File: src/rtl/cpuif_pkg.sv
package cpuif_pkg;
    localparam int ID_W     = 10;
    localparam int PRIO_W   = 8;
    localparam int CTL_W    = 4;
    localparam logic [ID_W-1:0]   SPURIOUS_ID = ID_W'(1023);
    localparam logic [PRIO_W-1:0] PRIO_IDLE   = '1;

    typedef enum logic [1:0] {
        ST_EMPTY,
        ST_PART,
        ST_FULL
    } stk_state_e;

    typedef struct packed {
        logic [ID_W-1:0]   id;
        logic [PRIO_W-1:0] prio;
    } frame_t;
endpackage

File: src/rtl/cpuif_prio_stack.sv
module cpuif_prio_stack
    import cpuif_pkg::*;
#(
    parameter int DEPTH = 4
) (
    input  logic   clk,
    input  logic   rst_n,
    input  logic   push,
    input  frame_t push_frame,
    input  logic   pop,
    output frame_t top_frame,
    output logic   empty,
    output logic   full
);
    localparam int CW = $clog2(DEPTH + 1);
    localparam int IW = (DEPTH > 1) ? $clog2(DEPTH) : 1;

    stk_state_e state_q, state_d;
    logic [CW-1:0] cnt_q;
    frame_t frames_q [DEPTH];

    // next-state decision
    always_comb begin
        state_d = state_q;
        unique case (state_q)
            ST_EMPTY: if (push) state_d = (DEPTH == 1) ? ST_FULL : ST_PART;
            ST_PART: begin
                if (push && cnt_q == CW'(DEPTH - 1)) state_d = ST_FULL;
                else if (pop && cnt_q == CW'(1))     state_d = ST_EMPTY;
            end
            ST_FULL:  if (pop) state_d = (DEPTH == 1) ? ST_EMPTY : ST_PART;
            default:  state_d = ST_EMPTY;
        endcase
    end

    // state register
    always_ff @(posedge clk) begin
        if (!rst_n) state_q <= ST_EMPTY;
        else        state_q <= state_d;
    end

    // storage and occupancy
    always_ff @(posedge clk) begin
        if (!rst_n) begin
            cnt_q <= '0;
            for (int i = 0; i < DEPTH; i++) frames_q[i] <= '0;
        end else if (push && state_q != ST_FULL) begin
            frames_q[IW'(cnt_q)] <= push_frame;
            cnt_q <= cnt_q + CW'(1);
        end else if (pop && state_q != ST_EMPTY) begin
            cnt_q <= cnt_q - CW'(1);
        end
    end

    // outputs
    always_comb begin
        empty = 1'b0;
        full  = 1'b0;
        top_frame = frames_q[IW'(cnt_q - CW'(1))];
        unique case (state_q)
            ST_EMPTY: begin
                empty = 1'b1;
                top_frame = '{id: SPURIOUS_ID, prio: PRIO_IDLE};
            end
            ST_PART:  ;
            ST_FULL:  full = 1'b1;
            default:  empty = 1'b1;
        endcase
    end
endmodule

File: src/rtl/cpuif_active_tbl.sv
module cpuif_active_tbl
    import cpuif_pkg::*;
#(
    parameter int SLOTS = 4
) (
    input  logic            clk,
    input  logic            rst_n,
    input  logic            alloc,
    input  logic [ID_W-1:0] alloc_id,
    input  logic            rel,
    input  logic [ID_W-1:0] rel_id,
    output logic            rel_hit,
    output logic            has_free
);
    localparam int SW = (SLOTS > 1) ? $clog2(SLOTS) : 1;

    logic            valid_q [SLOTS];
    logic [ID_W-1:0] ids_q   [SLOTS];
    logic [SW-1:0]   hit_idx, free_idx;

    always_comb begin
        rel_hit  = 1'b0;
        hit_idx  = '0;
        has_free = 1'b0;
        free_idx = '0;
        for (int i = SLOTS - 1; i >= 0; i--) begin
            if (valid_q[i] && ids_q[i] == rel_id) begin
                rel_hit = 1'b1;
                hit_idx = SW'(i);
            end
            if (!valid_q[i]) begin
                has_free = 1'b1;
                free_idx = SW'(i);
            end
        end
    end

    always_ff @(posedge clk) begin
        if (!rst_n) begin
            for (int i = 0; i < SLOTS; i++) begin
                valid_q[i] <= 1'b0;
                ids_q[i]   <= '0;
            end
        end else begin
            if (rel && rel_hit) valid_q[hit_idx] <= 1'b0;
            if (alloc && has_free) begin
                valid_q[free_idx] <= 1'b1;
                ids_q[free_idx]   <= alloc_id;
            end
        end
    end
endmodule

File: src/rtl/cpuif_signal.sv
module cpuif_signal
    import cpuif_pkg::*;
(
    input  logic              hp_valid,
    input  logic              hp_group,
    input  logic [PRIO_W-1:0] hp_prio,
    input  logic [1:0]        grp_en,
    input  logic [PRIO_W-1:0] pmr,
    input  logic [PRIO_W-1:0] run_prio,
    input  logic              room,
    output logic              irq
);
    logic grp_ok, mask_ok, preempt_ok;

    always_comb begin
        grp_ok     = grp_en[hp_group];
        mask_ok    = hp_prio < pmr;
        preempt_ok = hp_prio < run_prio;
        irq        = hp_valid && grp_ok && mask_ok && preempt_ok && room;
    end
endmodule

File: src/rtl/cpuif_ack_eoi.sv
module cpuif_ack_eoi
    import cpuif_pkg::*;
#(
    parameter int DEPTH = 4
) (
    input  logic              clk,
    input  logic              rst_n,
    input  logic              hp_valid,
    input  logic [ID_W-1:0]   hp_id,
    input  logic [PRIO_W-1:0] hp_prio,
    input  logic              hp_group,
    input  logic              ack_rd,
    output logic              ack_rvalid,
    output logic [ID_W-1:0]   ack_rdata,
    input  logic              eoi_wr,
    input  logic [ID_W-1:0]   eoi_id,
    input  logic              dir_wr,
    input  logic [ID_W-1:0]   dir_id,
    input  logic              pmr_wr,
    input  logic [PRIO_W-1:0] pmr_wdata,
    input  logic              ctl_wr,
    input  logic [CTL_W-1:0]  ctl_wdata,
    output logic              irq_out,
    output logic [PRIO_W-1:0] run_prio,
    output logic              err_flag,
    output logic              dist_ack_vld,
    output logic [ID_W-1:0]   dist_ack_id,
    output logic              dist_deact_vld,
    output logic [ID_W-1:0]   dist_deact_id
);
    logic [PRIO_W-1:0] pmr_q;
    logic [1:0]        grp_en_q;
    logic              split_q;
    logic              err_q;

    frame_t          top_frame;
    logic            stk_empty, stk_full;
    logic            act_hit, act_free;
    logic            ack_take, eoi_sel, eoi_hit, eoi_bad, dir_do, release_en;
    logic [ID_W-1:0] rel_id;

    assign run_prio = top_frame.prio;
    assign err_flag = err_q;

    cpuif_signal u_sig (
        .hp_valid (hp_valid),
        .hp_group (hp_group),
        .hp_prio  (hp_prio),
        .grp_en   (grp_en_q),
        .pmr      (pmr_q),
        .run_prio (run_prio),
        .room     (!stk_full && act_free),
        .irq      (irq_out)
    );

    always_comb begin
        ack_take   = ack_rd && irq_out;
        eoi_sel    = !ack_rd && eoi_wr;
        eoi_hit    = eoi_sel && !stk_empty && eoi_id == top_frame.id;
        eoi_bad    = eoi_sel && !eoi_hit;
        rel_id     = eoi_sel ? eoi_id : dir_id;
        dir_do     = !ack_rd && !eoi_wr && dir_wr && split_q && act_hit;
        release_en = (eoi_hit && !split_q) || dir_do;
    end

    cpuif_prio_stack #(.DEPTH(DEPTH)) u_stk (
        .clk        (clk),
        .rst_n      (rst_n),
        .push       (ack_take),
        .push_frame ('{id: hp_id, prio: hp_prio}),
        .pop        (eoi_hit),
        .top_frame  (top_frame),
        .empty      (stk_empty),
        .full       (stk_full)
    );

    cpuif_active_tbl #(.SLOTS(DEPTH)) u_act (
        .clk      (clk),
        .rst_n    (rst_n),
        .alloc    (ack_take),
        .alloc_id (hp_id),
        .rel      (release_en),
        .rel_id   (rel_id),
        .rel_hit  (act_hit),
        .has_free (act_free)
    );

    // configuration and error flag
    always_ff @(posedge clk) begin
        if (!rst_n) begin
            pmr_q    <= '0;
            grp_en_q <= '0;
            split_q  <= 1'b0;
            err_q    <= 1'b0;
        end else begin
            if (pmr_wr) pmr_q <= pmr_wdata;
            if (ctl_wr) begin
                grp_en_q <= ctl_wdata[1:0];
                split_q  <= ctl_wdata[2];
            end
            if (eoi_bad)                    err_q <= 1'b1;
            else if (ctl_wr && ctl_wdata[3]) err_q <= 1'b0;
        end
    end

    // responses and distributor events
    always_ff @(posedge clk) begin
        if (!rst_n) begin
            ack_rvalid     <= 1'b0;
            ack_rdata      <= '0;
            dist_ack_vld   <= 1'b0;
            dist_ack_id    <= '0;
            dist_deact_vld <= 1'b0;
            dist_deact_id  <= '0;
        end else begin
            ack_rvalid     <= ack_rd;
            ack_rdata      <= ack_take ? hp_id : SPURIOUS_ID;
            dist_ack_vld   <= ack_take;
            dist_ack_id    <= hp_id;
            dist_deact_vld <= release_en;
            dist_deact_id  <= rel_id;
        end
    end
endmodule

File: config.mk
export PLATFORM = sky130hd
export DESIGN_NAME = cpuif_ack_eoi
export DESIGN_NICKNAME = d
export VERILOG_FILES = /design/src/rtl/cpuif_pkg.sv /design/src/rtl/cpuif_prio_stack.sv /design/src/rtl/cpuif_active_tbl.sv /design/src/rtl/cpuif_signal.sv /design/src/rtl/cpuif_ack_eoi.sv
export SDC_FILE = /design/constraint.sdc
export NUM_CORES = 1
export LEC_CHECK = 0
export ABC_AREA = 1
export BUFFER_PORTS_ARGS = -buffer_cell sky130_fd_sc_hd__buf_4
export CAP_MARGIN = 20
export CELL_PAD_IN_SITES_DETAIL_PLACEMENT = 1
export CELL_PAD_IN_SITES_GLOBAL_PLACEMENT = 1
export CORE_MARGIN = 8
export CORE_UTILIZATION = 40
export CTS_BUF_LIST = sky130_fd_sc_hd__clkbuf_8
export DETAILED_ROUTE_END_ITERATION = 10
export PLACE_DENSITY_LB_ADDON = 0.2
export SYNTH_ARGS = -nofsm -noshare
export SYNTH_HDL_FRONTEND = slang
export SYNTH_SLANG_ARGS = --single-unit
export TNS_END_PERCENT = 1
File: constraint.sdc
create_clock -name clk -period 5.1 [get_ports clk]
set_clock_uncertainty 0.05 [all_clocks]
set_input_delay 0.255 -clock clk [delete_from_list [all_inputs] [get_ports clk]]
set_output_delay 0.255 -clock clk [all_outputs]
set_load 0.02 [all_outputs]
==> impl_metrics.sql, run 1 <==
INSERT INTO impl_metrics (metric_group, metric, value, unit) VALUES
('critical_path', 'cp_data_required_time', '5.15', 'ns'),
('finish', 'flow.area_growth_from_synthesis', '17.5', '%'),
('logic_synthesis', 'post_synth_xor_area_fraction', '0.00749', ''),
('timing', 'layout_min_cycle_time', '4.67', 'ns'),
('timing', 'max_slew_margin', '0.434', ''),
('critical_path', 'timing.setup.critical_path_class', 'reg2reg', ''),
('critical_path', 'critPathCaptureType', 'flop', ''),
('finish', 'fill_cells', '2449', ''),
('placed_design', 'io_buffers', '101', ''),
('logic_synthesis', 'leading_register_cell_type_out_of_synthesis', 'sky130_fd_sc_hd__edfxtp_1', ''),
('floorplan', 'top_level_ports', '102', ''),
('timing', 'fin_hold_ws', '0.0172', 'ns'),
('critical_path', 'crit_slowest_cell', 'sky130_fd_sc_hd__nand2_1', ''),
('clock_network', 'cts_root_buffer', 'sky130_fd_sc_hd__clkbuf_8', ''),
('flow_run', 'max-cap-violations', '0', ''),
('critical_path', 'crit_arrival', '4.72', 'ns'),
('drt', 'drc', '0', ''),
('clock_network', 'cts_tree', 'yes', ''),
('finish', 'final-instance-count-excl-fill', '1367', ''),
('logic_synthesis', 'synthesized_area_divided_by_synthesized_cell_count', '8.32', 'um2'),
('placed_design', 'dpl.hpwl', '19900', 'um'),
('global_routing', 'groute.usage.overall', '0.205', ''),
('floorplan', 'core-area', '20200', 'um2'),
('timing', 'grt_setup_unrepaired', 'no', ''),
('timing', 'fin_crit_sh', '0.915', ''),
('finish', 'fin_nets', '1164', ''),
('clock_network', 'clock_tree.htree_level_count', '4', ''),
('drt', 'post_drt_wl_per_cell', '18.8', 'um'),
('logic_synthesis', 'seq_area_frac_synth', '0.544', ''),
('logic_synthesis', 'yosys-mux-area-fraction', '0', ''),
('drt', 'detailed_routing_iteration_count_for_the_pre_antenna_repair_pass', '5', ''),
('global_routing', 'antenna_found_initial', '0', ''),
('power', 'irDropWorstVdd', '0.170', 'mV'),
('clock_network', 'resize_count_post_cts', '0', ''),
('drt', 'dr_total_vias', '6807', ''),
('timing', 'worstMarginPinSlew', '0.847', 'ns'),
('floorplan', 'die_area', '25300', 'um2'),
('finish', 'num_antenna_cells', '0', ''),
('critical_path', 'crit_path_launch_type', 'flop', ''),
('power', 'total_leakage_power', '0.00448', 'uW'),
('finish', 'layout-drive-gt1-share', '0.158', ''),
('logic_synthesis', 'async_reset_ff_frac', '0', ''),
('placed_design', 'dp.cells', '1329', ''),
('logic_synthesis', 'combinational_family_with_the_most_area_after_synthesis', 'simple AND/OR/NAND/NOR gates', ''),
('worst_hold_path', 'hold_path_class', 'in2reg', ''),
('logic_synthesis', 'synth_cells', '984', ''),
('timing', 'setup_tns', '0', 'ns'),
('global_routing', 'wire_length_of_the_first_global_routing_pass', '40800', 'um'),
('clock_network', 'cts_clk_pin_slew_worst_paths', '0.11', 'ns'),
('logic_synthesis', 'synthesis.area', '8190', 'um2'),
('finish', 'most_frequent_cells_in_the_layout', 'sky130_fd_sc_hd__nand2_1, sky130_fd_sc_hd__nor2_1, sky130_fd_sc_hd__inv_1', ''),
('drt', 'antenna_left', '0', ''),
('drt', 'route.final.wire_length', '25700', 'um'),
('floorplan', 'die_span_in_y', '159', 'um'),
('logic_synthesis', 'synthDistinctLibCells', '35', ''),
('critical_path', 'max_stage_delay', '0.74', 'ns'),
('timing', 'setup_viol', '0', ''),
('global_routing', 'grt_pass1_vias', '7179', ''),
('timing', 'finalHoldViolations', '0', ''),
('logic_synthesis', 'synthesized_net_count', '1064', ''),
('floorplan', 'rows', '52', ''),
('floorplan', 'floorplan.initialDensity', '0.406', ''),
('logic_synthesis', 'yosysWarnings', '0', ''),
('finish', 'mostFrequentLayoutCell', 'sky130_fd_sc_hd__nand2_1', ''),
('logic_synthesis', 'simple_gate_area_share_of_the_yosys_netlist', '0.284', ''),
('timing', 'finalMaxSlewViolations', '0', ''),
('run_status', 'status', 'complete, no violations', ''),
('logic_synthesis', 'synth_seq_cells', '166', ''),
('clock_network', 'clkLatencyLatePin', '0.47', 'ns'),
('logic_synthesis', 'number_of_flops_mapped_to_enable_cells_by_yosys', '113', ''),
('clock_network', 'cts-buffers-inserted', '17', '');
[cells by family after synthesis]
kind of cell	count (synthesis)
simple gates	554
compound gates	75
xor+xnor	7
fa+ha+maj	21
buf+inv	161
flops	166
[metrics by stage]
step / power [uW] / setup WS [ns] / utilization
2_1_floorplan: 1850 / 0.0760 / -
3_3_place_gp: 2040 / 0.715 / 0.454
3_5_place_dp: 2050 / 0.436 / 0.454
4_1_cts: 3010 / 0.413 / 0.477
5_1_grt: 3120 / 0.0567 / 0.477
6_report: 3000 / 0.433 / 0.477
[flip-flops by register name, indices dropped and copies added, names as in the netlist]
name            count
ack_rvalid          1
u_stk.state_q       2
pmr_q               8
u_stk.frames_q     72
u_act.valid_q       4
split_q             1
ack_rdata          10
dist_deact_id      10
u_act.ids_q        40
grp_en_q            2
dist_ack_vld        1
err_flag            1
u_stk.cnt_q         3
dist_deact_vld      1
dist_ack_id        10
[synthesized netlist by cell type, types with 6 or more instances]
library cell	count	area [um2]
sky130_fd_sc_hd__nand2_1	286	1070
sky130_fd_sc_hd__nor2_1	154	578
sky130_fd_sc_hd__inv_1	122	458
sky130_fd_sc_hd__edfxtp_1	113	3390
sky130_fd_sc_hd__nand3_1	65	325
sky130_fd_sc_hd__dfxtp_1	53	1060
sky130_fd_sc_hd__a21oi_1	42	210
sky130_fd_sc_hd__ha_1	21	263
sky130_fd_sc_hd__o21ai_0	18	90.1
sky130_fd_sc_hd__nand3b_1	11	82.6
sky130_fd_sc_hd__buf_2	9	45.0
sky130_fd_sc_hd__nand2_2	9	56.3
sky130_fd_sc_hd__buf_4	8	60.1
sky130_fd_sc_hd__clkbuf_1	8	30.0
sky130_fd_sc_hd__nor3_1	8	40.0
sky130_fd_sc_hd__o211ai_1	8	60.1
sky130_fd_sc_hd__inv_2	7	26.3
sky130_fd_sc_hd__xor2_1	6	52.6
[power by group]
group / internal, uW / switching (uW)
Combinational: 164 / 318
Clock: 380 / 596
Sequential: 1510 / 34.8
Total: 2050 / 949
[final cells by class]
| cell class | instances | area (um2) | area share |
|---|---|---|---|
| multi-input combinational | 657 | 3070 | 0.319 |
| timing repair buffer | 113 | 863 | 0.0897 |
| tap | 270 | 338 | 0.0351 |
| inverter | 129 | 484 | 0.0503 |
| clock buffer | 17 | 234 | 0.0243 |
| sequential | 166 | 4450 | 0.463 |
| clock inverter | 15 | 176 | 0.0183 |
[tightest hold or removal path: cells and delay by family]
family | cells | cell delay, ns
AOI/OAI and AO/OA | 2 | 0.17
buffers and inverters | 1 | 0.08
[path summary, 6_finish.rpt]
kind	from	endpoint	slack, ns	cells past startpoint
worst min-delay path	pmr_wdata[6]	pmr_q[6]$_SDFFE_PN0P_	0.02	3
worst max-delay path	u_stk.cnt_q[1]$_SDFFE_PN0P_	u_stk.frames_q[0][11]$_SDFFCE_PN0P_	0.43	18
worst min register to register	pmr_q[7]$_SDFFE_PN0P_	pmr_q[7]$_SDFFE_PN0P_	0.42	2
worst max register to register	u_stk.cnt_q[1]$_SDFFE_PN0P_	u_stk.frames_q[0][11]$_SDFFCE_PN0P_	0.43	18
[what timing repair did]
item,4_1_cts,5_1_grt
setup buffers,0,0
hold buffers,6,0
hold endpoints to repair,5,0
[per-layer routing]
metal | global-route usage | vias up | part of all wire
met5 | 0 | - | 0
met4 | 0.0377 | 0 | 0.0077
met3 | 0.0429 | 15 | 0.050
met2 | 0.343 | 172 | 0.47
met1 | 0.272 | 3283 | 0.47
li1 | - | 3337 | -
Note: power is estimated with default switching activity, not from simulation.
==> run 2, diff against run 1 <==
--- a/config.mk
+++ b/config.mk
@@ -15,7 +15,9 @@
 export CTS_BUF_LIST = sky130_fd_sc_hd__clkbuf_8
 export DETAILED_ROUTE_END_ITERATION = 10
 export PLACE_DENSITY_LB_ADDON = 0.2
+export REMOVE_ABC_BUFFERS = 1
 export SYNTH_ARGS = -nofsm -noshare
 export SYNTH_HDL_FRONTEND = slang
+export SYNTH_HIERARCHICAL = 1
 export SYNTH_SLANG_ARGS = --single-unit
 export TNS_END_PERCENT = 1
==> impl_metrics.sql, run 2 <==
INSERT INTO impl_metrics (metric_group, metric, value, unit) VALUES
('global_routing', 'grtUsageMet3', '0.0377', ''),
('critical_path', 'timing.critical_path.max_delay_family', 'simple AND/OR/NAND/NOR gates', ''),
('logic_synthesis', 'synth_cells', '1023', ''),
('critical_path', 'cp_data_required_time', '5.14', 'ns'),
('finish', 'flow.area_growth_from_synthesis', '19.3', '%'),
('drt', 'detailed_routing_iteration_count_for_the_pre_antenna_repair_pass', '5', ''),
('power', 'power_frac_comb', '0.158', ''),
('global_routing', 'global_route.overflow_total', '0', ''),
('floorplan', 'floorplan.initialDensity', '0.405', ''),
('power', 'power.switching', '839', 'uW'),
('global_routing', 'grt_pass1_vias', '7640', ''),
('logic_synthesis', 'number_of_flops_mapped_to_enable_cells_by_yosys', '112', ''),
('clock_network', 'cts-buffers-inserted', '17', ''),
('finish', 'num_antenna_cells', '0', ''),
('placed_design', 'dpl.hpwl', '19000', 'um'),
('power', 'irDropWorstVdd', '0.159', 'mV'),
('timing', 'setup_viol', '0', ''),
('power', 'power.share.clock', '0.335', ''),
('finish', 'most_frequent_cells_in_the_layout', 'sky130_fd_sc_hd__nand2_1, sky130_fd_sc_hd__inv_1, sky130_fd_sc_hd__nor2_1', ''),
('logic_synthesis', 'cells_taking_the_most_area_after_synthesis', 'sky130_fd_sc_hd__edfxtp_1, sky130_fd_sc_hd__dfxtp_1, sky130_fd_sc_hd__nand2_1, sky130_fd_sc_hd__inv_1, sky130_fd_sc_hd__nor2_1', ''),
('finish', 'largest_reg_flops', '72', ''),
('clock_network', 'cts_clk_pin_slew_worst_paths', '0.08', 'ns'),
('logic_synthesis', 'synth_seq_cells', '166', ''),
('timing', 'finalMaxSlewViolations', '0', ''),
('critical_path', 'path_cells', 'inv_2 > ha_1 > clkinv_1 > nand2_1 > a21oi_1 > o21ai_1 > inv_1 > ha_1 > nand2_1 > nand2_1 > nand2_1 > nand3_1 > nor2_1 > nand2_1 > nor2_1 > nand2_1 > inv_1 > inv_2 > nor2_8 > nand2_4 > nor2_8 > nand2_4 > nand2_1', ''),
('timing', 'max_freq', '226', 'MHz'),
('run_status', 'status', 'complete, no violations', ''),
('logic_synthesis', 'synthesized_area_divided_by_synthesized_cell_count', '8.30', 'um2'),
('global_routing', 'busiest_layer', 'met2', ''),
('drt', 'antenna_left', '0', ''),
('drt', 'drc', '0', ''),
('timing', 'finalHoldViolations', '0', ''),
('drt', 'viasPerCell', '4.90', ''),
('power', 'power.internal', '2140', 'uW'),
('floorplan', 'die_x', '162', 'um'),
('logic_synthesis', 'synth.top_cell.area_share', '0.396', ''),
('critical_path', 'timing.setup.critical_path_class', 'reg2reg', ''),
('power', 'power_per_cell_area', '294', 'nW/um2'),
('drt', 'route.final.wire_length', '25600', 'um'),
('logic_synthesis', 'synth.top_cells.by_count', 'sky130_fd_sc_hd__nand2_1, sky130_fd_sc_hd__inv_1, sky130_fd_sc_hd__nor2_1, sky130_fd_sc_hd__edfxtp_1, sky130_fd_sc_hd__dfxtp_1', ''),
('finish', 'fill_cells', '2601', ''),
('drt', 'dr_total_vias', '7024', ''),
('logic_synthesis', 'async_reset_ff_frac', '0', ''),
('finish', 'fin_nets', '1226', ''),
('clock_network', 'cts_root_buffer', 'sky130_fd_sc_hd__clkbuf_8', ''),
('timing', 'layout_min_cycle_time', '4.42', 'ns'),
('power', 'switching_share', '0.282', ''),
('critical_path', 'crit-reg2reg-launch', 'u_stk/cnt_q[1]$_SDFFE_PN0P_', ''),
('timing', 'max_slew_margin', '0.410', ''),
('floorplan', 'core-area', '21000', 'um2'),
('floorplan', 'rows', '53', ''),
('floorplan', 'die_area', '26200', 'um2'),
('floorplan', 'die_span_in_y', '162', 'um'),
('worst_hold_path', 'timing.hold.worst.start', 'ctl_wr', ''),
('finish', 'multi_input_comb_area', '3230', 'um2'),
('global_routing', 'grt_util_met2', '0.371', ''),
('timing', 'fin_hold_ws', '0.0349', 'ns'),
('global_routing', 'grt_max_degree', '44', ''),
('critical_path', 'max_stage_delay', '0.72', 'ns'),
('logic_synthesis', 'yosysMostFrequentCell', 'sky130_fd_sc_hd__nand2_1', ''),
('finish', 'sequential_cell_area', '4440', 'um2'),
('logic_synthesis', 'leading_register_cell_type_out_of_synthesis', 'sky130_fd_sc_hd__edfxtp_1', ''),
('clock_network', 'clkLatencyLatePin', '0.46', 'ns'),
('power', 'post-layout-total-power', '2980', 'uW'),
('global_routing', 'groute.usage.overall', '0.200', ''),
('global_routing', 'wire_length_of_the_first_global_routing_pass', '40300', 'um'),
('critical_path', 'crit_slowest_cell', 'sky130_fd_sc_hd__nand2_1', ''),
('placed_design', 'io_buffers', '101', ''),
('timing', 'grt_setup_unrepaired', 'no', ''),
('logic_synthesis', 'yosysWarnings', '6', ''),
('clock_network', 'clkSinkCount', '166', ''),
('clock_network', 'ctsLongestPathBuffers', '2', ''),
('logic_synthesis', 'synthesis.area', '8490', 'um2'),
('critical_path', 'crit_buf_inv', '5', ''),
('logic_synthesis', 'seq_area_frac_synth', '0.523', ''),
('timing', 'worstMarginPinSlew', '0.884', 'ns'),
('finish', 'layout-drive-gt1-share', '0.184', ''),
('critical_path', 'crit_top_cell', 'sky130_fd_sc_hd__nand2_1', ''),
('power', 'flop_pwr_share', '0.507', ''),
('power', 'total_leakage_power', '0.00481', 'uW'),
('finish', 'largest_register', 'u_stk/frames_q', ''),
('logic_synthesis', 'synthDistinctLibCells', '39', ''),
('timing', 'fin_crit_sh', '0.866', ''),
('critical_path', 'timing.critical_path.fanout_max', '19', ''),
('critical_path', 'timing.critical_path.from', 'u_stk/cnt_q[1]$_SDFFE_PN0P_', ''),
('critical_path', 'critPathCaptureType', 'flop', ''),
('clock_network', 'cts_setup_buffers', '0', ''),
('drt', 'post_drt_wl_per_cell', '17.9', 'um'),
('critical_path', 'crit_path_launch_type', 'flop', ''),
('global_routing', 'antenna_found_initial', '0', ''),
('finish', 'largest_registers', 'u_stk/frames_q: 72 flops, u_act/ids_q: 40 flops', ''),
('clock_network', 'cts_tree', 'yes', ''),
('clock_network', 'clock_tree.htree_level_count', '4', ''),
('critical_path', 'crit_arrival', '4.45', 'ns'),
('logic_synthesis', 'yosysTopAreaCell', 'sky130_fd_sc_hd__edfxtp_1', ''),
('floorplan', 'top_level_ports', '102', ''),
('placed_design', 'place.gp.congestion', '0.795', ''),
('worst_hold_path', 'hold_path_class', 'in2reg', ''),
('drt', 'drt_first_iter_violations', '316', ''),
('finish', 'mostFrequentLayoutCell', 'sky130_fd_sc_hd__nand2_1', ''),
('flow_run', 'max-cap-violations', '0', ''),
('global_routing', 'met1_resource_use_gr', '0.212', '');
## run 2: area by class of cell
type / count / share of cell area
repair buffers: 136 / 0.107
multi-input cells: 657 / 0.318
inverters: 167 / 0.0619
clock buffers: 17 / 0.0231
clock inverters: 15 / 0.0175
flip-flops and latches: 166 / 0.439
well taps: 275 / 0.0340
## run 2: cells by family (layout without fill, tap and decap cells)
kind of cell    after synthesis  after routing  synth area share
fa+ha+maj                    22             22            0.0324
flops                       166            166             0.523
xor+xnor                     11             11            0.0113
buf+inv                     200            335            0.0975
compound gates              111            111            0.0713
simple gates                513            513             0.264
## run 2: metal layers
metal / share of wire / wire, um / vias to the layer above
met2: 0.53 / 13500 / 137
met3: 0.037 / 958 / 51
li1: - / - / 3449
met5: 0 / 0 / -
met4: 0.042 / 1080 / 0
met1: 0.39 / 10100 / 3387
## run 2: worst register-to-register path: cells and delay by family, from the launching register on
kind	cells	cell delay [ns]
AND/OR/NAND/NOR	14	2.06
AO/OA/AOI/OAI	2	0.25
flip-flops	1	0.49
buffers and inverters	5	0.61
adder cells (fa/ha/maj)	2	0.61
## run 2: what timing repair did
action / in CTS / in global routing
endpoints found under the hold margin: 28 / 0
hold buffers: 24 / 0
resized for setup: 0 / 0
## run 2: final timing paths
check / end / slack, ns / cells past startpoint
max: u_stk/frames_q[0][12]$_SDFFCE_PN0P_ / 0.68 / 23
min: grp_en_q[1]$_SDFFE_PN0P_ / 0.03 / 3
max reg2reg: u_stk/frames_q[0][12]$_SDFFCE_PN0P_ / 0.68 / 23
min reg2reg: u_act/valid_q[2]$_DFF_P_ / 0.42 / 2
## run 2: stage by stage
stage / std cells / TNS, ns / setup slack, ns / cell area [um2] / util
CTS: 1433 / 0 / 0.597 / 10100 / 0.484
floorplan: 990 / -258.04 / -2.11 / 8290 / -
global route: 1433 / 0 / 0.265 / 10100 / 0.484
global placement: 1377 / 0 / 0.753 / 9480 / 0.452
detailed placement: 1377 / 0 / 0.619 / 9480 / 0.452
finish: 1433 / 0 / 0.683 / 10100 / 0.484
## run 2: power by group through the flow
stage                     Clock, uW  Combinational (uW)  Sequential (uW)
final                          1000                 469             1510
after global routing           1070                 522             1520
after CTS                      1030                 477             1510
after detailed placement          0                 459             1540
after global placement            0                 451             1540
after floorplan                   0                 236             1560
